<file path="config.mk">
export PLATFORM = sky130hd
export DESIGN_NAME = pred_exec_unit
export DESIGN_NICKNAME = d
export VERILOG_FILES = /design/src/rtl/pred_pkg.sv /design/src/rtl/pred_cond_eval.sv /design/src/rtl/pred_effect_gate.sv /design/src/rtl/pred_exec_unit.sv
export SDC_FILE = /design/constraint.sdc
export NUM_CORES = 1
export LEC_CHECK = 0
export BUFFER_PORTS_ARGS = -buffer_cell sky130_fd_sc_hd__buf_2
export CAP_MARGIN = 20
export CORE_AREA = 2 2 39 41
export DETAILED_ROUTE_END_ITERATION = 6
export DIE_AREA = 0 0 41 43
export HOLD_SLACK_MARGIN = 0.05
export PLACE_DENSITY = 0.49
export SYNTH_ARGS = -nofsm -noshare
export SYNTH_HDL_FRONTEND = slang
export SYNTH_HIERARCHICAL = 1
export SYNTH_SLANG_ARGS = --single-unit
</file>
<file path="constraint.sdc">
create_clock -name clk -period 1.9 [get_ports clk]
set_input_delay 0.38 -clock clk [delete_from_list [all_inputs] [get_ports clk]]
set_output_delay 0.38 -clock clk [all_outputs]
set_load 0.005 [all_outputs]
</file>
<file path="src/rtl/pred_pkg.sv">
package pred_pkg;
    typedef enum logic [1:0] {
        SFX_ALWAYS = 2'b00,
        SFX_SET    = 2'b01,
        SFX_IFZ    = 2'b10,
        SFX_IFNZ   = 2'b11
    } sfx_e;

    typedef enum logic [1:0] {
        KIND_REGWR  = 2'b00,
        KIND_STORE  = 2'b01,
        KIND_PREFIX = 2'b10,
        KIND_SYSCALL = 2'b11
    } kind_e;

    typedef struct packed {
        logic reg_we;
        logic pc_we;
        logic mem_we;
        logic pre_we;
        logic halt;
    } effect_t;

    typedef struct packed {
        logic zero;
    } flag_state_t;
endpackage

</file>
<file path="src/rtl/pred_cond_eval.sv">
module pred_cond_eval
    import pred_pkg::*;
(
    input  logic       valid_i,
    input  logic [1:0] sfx_i,
    input  logic       zero_i,
    output logic       commit_o,
    output logic       set_req_o
);
    always_comb begin
        commit_o  = 1'b0;
        set_req_o = 1'b0;
        if (valid_i) begin
            unique case (sfx_e'(sfx_i))
                SFX_ALWAYS: commit_o = 1'b1;
                SFX_SET: begin
                    commit_o  = 1'b1;
                    set_req_o = 1'b1;
                end
                SFX_IFZ:  commit_o = zero_i;
                SFX_IFNZ: commit_o = ~zero_i;
                default:  commit_o = 1'b0;
            endcase
        end
    end
endmodule

</file>
<file path="src/rtl/pred_effect_gate.sv">
module pred_effect_gate
    import pred_pkg::*;
#(
    parameter int REG_IDX_W = 4
) (
    input  logic                 commit_i,
    input  logic [1:0]           kind_i,
    input  logic [REG_IDX_W-1:0] dest_i,
    output effect_t              fx_o,
    output logic                 flag_ok_o
);
    localparam logic [REG_IDX_W-1:0] PC_IDX = {REG_IDX_W{1'b1}};

    logic dest_is_pc;
    assign dest_is_pc = (dest_i == PC_IDX);

    always_comb begin
        fx_o      = '0;
        flag_ok_o = 1'b1;
        unique case (kind_e'(kind_i))
            KIND_REGWR: begin
                fx_o.reg_we = commit_i & ~dest_is_pc;
                fx_o.pc_we  = commit_i &  dest_is_pc;
            end
            KIND_STORE:   fx_o.mem_we = commit_i;
            KIND_PREFIX: begin
                fx_o.pre_we = commit_i;
                flag_ok_o   = 1'b0;
            end
            KIND_SYSCALL: fx_o.halt = commit_i;
            default:      fx_o = '0;
        endcase
    end
endmodule

</file>
<file path="src/rtl/pred_exec_unit.sv">
module pred_exec_unit
    import pred_pkg::*;
#(
    parameter int DATA_W    = 16,
    parameter int REG_IDX_W = 4
) (
    input  logic                 clk,
    input  logic                 rst_n,
    input  logic                 op_valid,
    input  logic [1:0]           cond_sel,
    input  logic [1:0]           op_kind,
    input  logic [REG_IDX_W-1:0] dest_idx,
    input  logic [DATA_W-1:0]    result,
    output logic                 commit,
    output logic                 reg_we,
    output logic                 pc_we,
    output logic                 mem_we,
    output logic                 pre_we,
    output logic                 halt,
    output logic                 zero_flag
);
    flag_state_t st_d, st_q;
    effect_t     fx;
    logic        set_req;
    logic        flag_ok;
    logic        res_is_zero;

    pred_cond_eval u_cond (
        .valid_i   (op_valid),
        .sfx_i     (cond_sel),
        .zero_i    (st_q.zero),
        .commit_o  (commit),
        .set_req_o (set_req)
    );

    pred_effect_gate #(.REG_IDX_W(REG_IDX_W)) u_gate (
        .commit_i  (commit),
        .kind_i    (op_kind),
        .dest_i    (dest_idx),
        .fx_o      (fx),
        .flag_ok_o (flag_ok)
    );

    assign res_is_zero = (result == '0);

    always_comb begin
        st_d = st_q;
        if (commit && set_req && flag_ok) begin
            st_d.zero = res_is_zero;
        end
    end

    always_ff @(posedge clk or negedge rst_n) begin
        if (!rst_n) begin
            st_q <= '0;
        end else begin
            st_q <= st_d;
        end
    end

    assign reg_we    = fx.reg_we;
    assign pc_we     = fx.pc_we;
    assign mem_we    = fx.mem_we;
    assign pre_we    = fx.pre_we;
    assign halt      = fx.halt;
    assign zero_flag = st_q.zero;
endmodule

</file>
After elaboration in Yosys (flattened, before gate mapping)
Cells that the tools add are included.
W data, S select, Z words.
{"block": "word_totals", "elab_cells": 27, "ff_bits": 1}
{"block": "op_classes", "bitwise_logic": 4, "reduce_logical": 6, "n_mux": 9, "n_eq_ne": 7}
{"operator": "$logic_not A16 Y1", "n": 1}
{"operator": "$eq A2 B2 Y1 const B", "n": 4}
{"operator": "$mux W1", "n": 7}
{"operator": "$eq A2 B1 Y1 const B", "n": 2}
{"operator": "$eq A4 B4 Y1 const B", "n": 1}
{"operator": "$logic_not A2 Y1", "n": 2}
{"operator": "$pmux W1 S3", "n": 1}
{"operator": "$and A1 B1 Y1", "n": 2}
{"operator": "$logic_and A1 B1 Y1", "n": 2}
{"operator": "$mux W2", "n": 1}
{"operator": "$not A1 Y1", "n": 2}
{"operator": "$reduce_or A2 Y1", "n": 1}

Depth between registers and ports, before layout
{"block": "depth", "word_depth": 6, "mapped_depth": 5, "depth_no_buf": 5}

Modules after synthesis
The synthesis kept the hierarchy.
{"mod": "pred_exec_unit", "instances": 1, "cells_per_inst": 9, "seq_area_each_um2": 25.0, "area_per_inst_um2": 88.8}
{"mod": "pred_effect_gate", "instances": 1, "cells_per_inst": 9, "seq_area_each_um2": 0.0, "area_per_inst_um2": 55.1}
{"mod": "pred_cond_eval", "instances": 1, "cells_per_inst": 4, "seq_area_each_um2": 0.0, "area_per_inst_um2": 23.8}

Worst setup path after synthesis
OpenSTA, ideal clock, no wires.
{"block": "synth_path", "kind": "register to output", "start": "register st_q (netlist: zero_flag)", "end": "output reg_we", "slack_ps": 202, "t_arrival_ps": 1318, "path_stages_with_launch": 5, "t_required_ps": 1520, "cell_sequence": "dfrtp_1 -> xnor2_1 -> a21boi_1 -> or3b_1 -> nor2b_1"}
{"block": "synth_via", "elab_chain_cells": 5}
{"element": "start, declared", "line_no": "pred_exec_unit.sv:22", "text": "flag_state_t st_d, st_q;"}
{"element": "start signal, assigned", "line_no": "pred_exec_unit.sv:57", "text": "st_q <= st_d;"}
{"element": "$not A1 Y1", "line_no": "pred_cond_eval.sv:21", "text": "SFX_IFNZ: commit_o = ~zero_i;"}
{"element": "$pmux W1 S3 *", "line_no": "pred_cond_eval.sv:14", "text": "unique case (sfx_e'(sfx_i))"}
{"element": "$mux W1 *", "line_no": "pred_cond_eval.sv:13", "text": "if (valid_i) begin"}
{"element": "via commit", "line_no": "pred_exec_unit.sv:14", "text": "output logic commit,"}
{"element": "$and A1 B1 Y1 *", "line_no": "pred_effect_gate.sv:22", "text": "fx_o.reg_we = commit_i & ~dest_is_pc;"}
{"element": "$mux W2 *", "line_no": "pred_effect_gate.sv:20", "text": "unique case (kind_e'(kind_i))"}
{"element": "end, declared", "line_no": "pred_exec_unit.sv:15", "text": "output logic reg_we,"}
The timed path passes the listed nets; every way through them passes the cells marked *.

Worst setup path after layout
{"block": "layout_path", "start": "input cond_sel[0]", "end": "output reg_we"}
{"block": "layout_via", "elab_chain_cells": 6, "elab_cells_between_ends": 9, "classes_between": "eq/ne (3); mux (3); bitwise (1); reduce/logical (2)"}
{"element": "start, declared", "line_no": "pred_exec_unit.sv:10", "text": "input logic [1:0] cond_sel,"}
{"element": "$eq A2 B1 Y1 or $logic_not A2 Y1 (tied branches)", "line_no": "pred_cond_eval.sv:14"}
{"element": "$reduce_or A2 Y1 (no line)"}
{"element": "$pmux W1 S3 *", "line_no": "pred_cond_eval.sv:14"}
{"element": "$mux W1 *", "line_no": "pred_cond_eval.sv:13"}
{"element": "$and A1 B1 Y1 *", "line_no": "pred_effect_gate.sv:22"}
{"element": "$mux W2 *", "line_no": "pred_effect_gate.sv:20"}
Mark *: on every way between the ends. The rest lies on a longest branch, timed or not.

==> flow_summary.ini <==
[run_status]
outcome = completed

[floorplanning]
die_w_um = 41
initial_core_util_pct = 12.12
die_area_mm2 = 0.001763
die_h_um = 43
rows = 14
core_area_mm2 = 0.001384
ioPinCount = 34

[synthesis]
synth_nets = 49
ys_types = 16
yosysTopAreaCell = nor4_2
postSynthCellCount = 22
synth_area_leaders = nor4_2 22%, dfrtp_1 15%, nand4_1 7.5%
yosysWarnings = 6
synth_top_cell_area_share_pct = 22.39
synth_area_um2 = 167.7
ys_seq_area_share_pct = 14.93
ys_ff_latch = 1
syn_area_per_cell_um2 = 7.621

[final_layout]
largest_reg_flops = 1
final_cell_area_um2 = 360.3
drive_gt1_share_pct = 67.86
fillers = 150
nets = 85
area_growth_pct = 114.9
antennaDiodeCount = 0
postLayoutCoreUtil_pct = 26.04

[drt]
drt_iter0_drc = 0
routed_wl_um = 595
post_drt_via_cell_ratio = 4.181
drtAntennaViolNets = 0
dr.pass1.iters = 1
route.vias.total = 301
drc_errors = 0
wl_per_cell_um = 8.264

[sta]
slew_headroom_pct = 84.79
tightestPinTransition_ns = 0.2261
drv_slew = 0
rsz0062_at_grt = false
min_period_over_period_pct = 92.47
whs_ns = 0.1541
fmaxAchievable_ghz = 0.5692
finalSetupViolCount = 0
clock_skew_ns = 0
min_period_ns = 1.757
finalSetupTns_ns = 0
hold_viol = 0

[clocking]
holdBufCountCts = 0
cts_resized = 0
clkSlewWorstSetupHoldPaths_ns = 0
clk_latency_ns = 0
postCtsSetupBuffers = 0

[worst_setup_path]
cp_max_fo = 2
crit_start = cond_sel[0]
cp_slowest_stage_delay_ns = 0.38
crit_chain = buf_2 -> xnor2_1 -> a21boi_1 -> or3b_1 -> nor2b_1 -> buf_2
cp_num_cells = 6
r2r-start = zero_flag$_DFFE_PN0P_
cp.required_ns = 1.52
endpoint_kind = primary output
critPathLaunchType = primary input
cpMaxStageDelayCell = or3b_1
crit_buf_inv = 2
worst_path_most_repeated_cell = buf_2
ff2ff_path_depth = 6
cp.arrival_ns = 1.38
crit_family = simple AND/OR/NAND/NOR gates
critPathKind = in2out

[placement]
io_buffers = 33
gp_congestion = 0.5771
hpwlAfterDp_um = 568.6
placed_area_um2 = 360.3

[power_and_ir_drop]
p_sw_share_pct = 27.28
power-per-cell-area_mw_per_mm2 = 197.9
combinationalPowerShare_pct = 69.6
internal-power_uw = 51.86
pwr-share-clk_pct = 0
p_sw_uw = 19.45
p_leak_uw = 0.0001935
pwr-share-seq_pct = 30.4
peakVddDrop_v = 0.00009909
power.total_uw = 71.31

[global_routing]
grt_usage_pct = 5.711
grt_first_pass_wirelength_um = 745
grt_pass1_vias = 216
grt_overflow = 0
antenna_found_initial = 0
grt_start_max_net_pins = 5

[hold_path]
min_path_type = in2async

[job]
cap_violations = 0
## synthesized netlist by cell type
cell type and number:
or2b_1 1, dfrtp_1 1, nand3_1 1, nand2_1 2, xnor2_1 1, nand4_1 2, nor4_1 1, nor2_1 3
or3b_1 1, and3_2 1, nor3b_1 1, inv_1 1, a21boi_1 1, o21ai_1 1, nor4_2 3, nor2b_1 1
## logic make-up (layout without fill, tap and decap cells)
family / after synthesis / count (layout) / share of synthesized area [%]
and+or+nand+nor: 17 / 17 / 70.16
AOI/OAI and AO/OA: 2 / 2 / 7.461
xor gates and xnor gates: 1 / 1 / 5.225
DFF: 1 / 1 / 14.92
buffers and inverters: 1 / 35 / 2.237
## worst reg2reg max path: stages, from the launching register on
cell      delay [ns]
dfrtp_1         0.38
xnor2_1         0.13
a21boi_1        0.17
buf_4           0.15
nand3_1         0.11
nand2_1         0.08
o21ai_1         0.06
## per-layer routing
layer	wire (um)	global-route usage, %
met1	225	7.348
met2	224	9.688
met3	146	1.571
met4	0	0
met5	0	0
## power groups by stage
stage               Sequential, uW  Clock, uW  Combinational, uW
floorplan                     21.7          0               12.4
global placement              21.7          0               49.6
detailed placement            21.7          0               50.0
CTS                           21.7          0               50.2
global route                  21.7          0               55.1
finish                        21.7          0               49.6
## final cells by class
class                   count  area, um^2  area share (%)
flip-flops and latches      1       25.02           6.944
well taps                  16       20.02           5.556
repair buffers             34       172.7           47.92
multi-input cells          20       138.9           38.54
inverters                   1       3.754           1.042
## layout by cell type, fill, tap and decap left out, drive strengths merged
cell,count
xnor2,1
nand4,2
dfrtp,1
and3,1
nor3b,1
buf,34
o21ai,1
inv,1
nand2,2
or3b,1
nor4,4
nor2b,1
or2b,1
a21boi,1
nor2,3
nand3,1
## final timing paths
check	end	slack, ns
min in group clk	zero_flag$_DFFE_PN0P_	0.53
max in group asynchronous	zero_flag$_DFFE_PN0P_	1.66
worst min-delay path	zero_flag$_DFFE_PN0P_	0.15
worst max register to register	zero_flag$_DFFE_PN0P_	0.70
worst min register to register	zero_flag$_DFFE_PN0P_	0.53
worst max-delay path	reg_we	0.14
## through the flow
| step | setup WS [ns] | cells |
|---|---|---|
| detailed placement | 0.1362 | 72 |
| global route | 0.02661 | 72 |
| floorplan | 0.2025 | 22 |
| global placement | 0.1658 | 72 |
| CTS | 0.1325 | 72 |
| finish | 0.1431 | 72 |
Note: power is estimated with default switching activity, not from simulation.
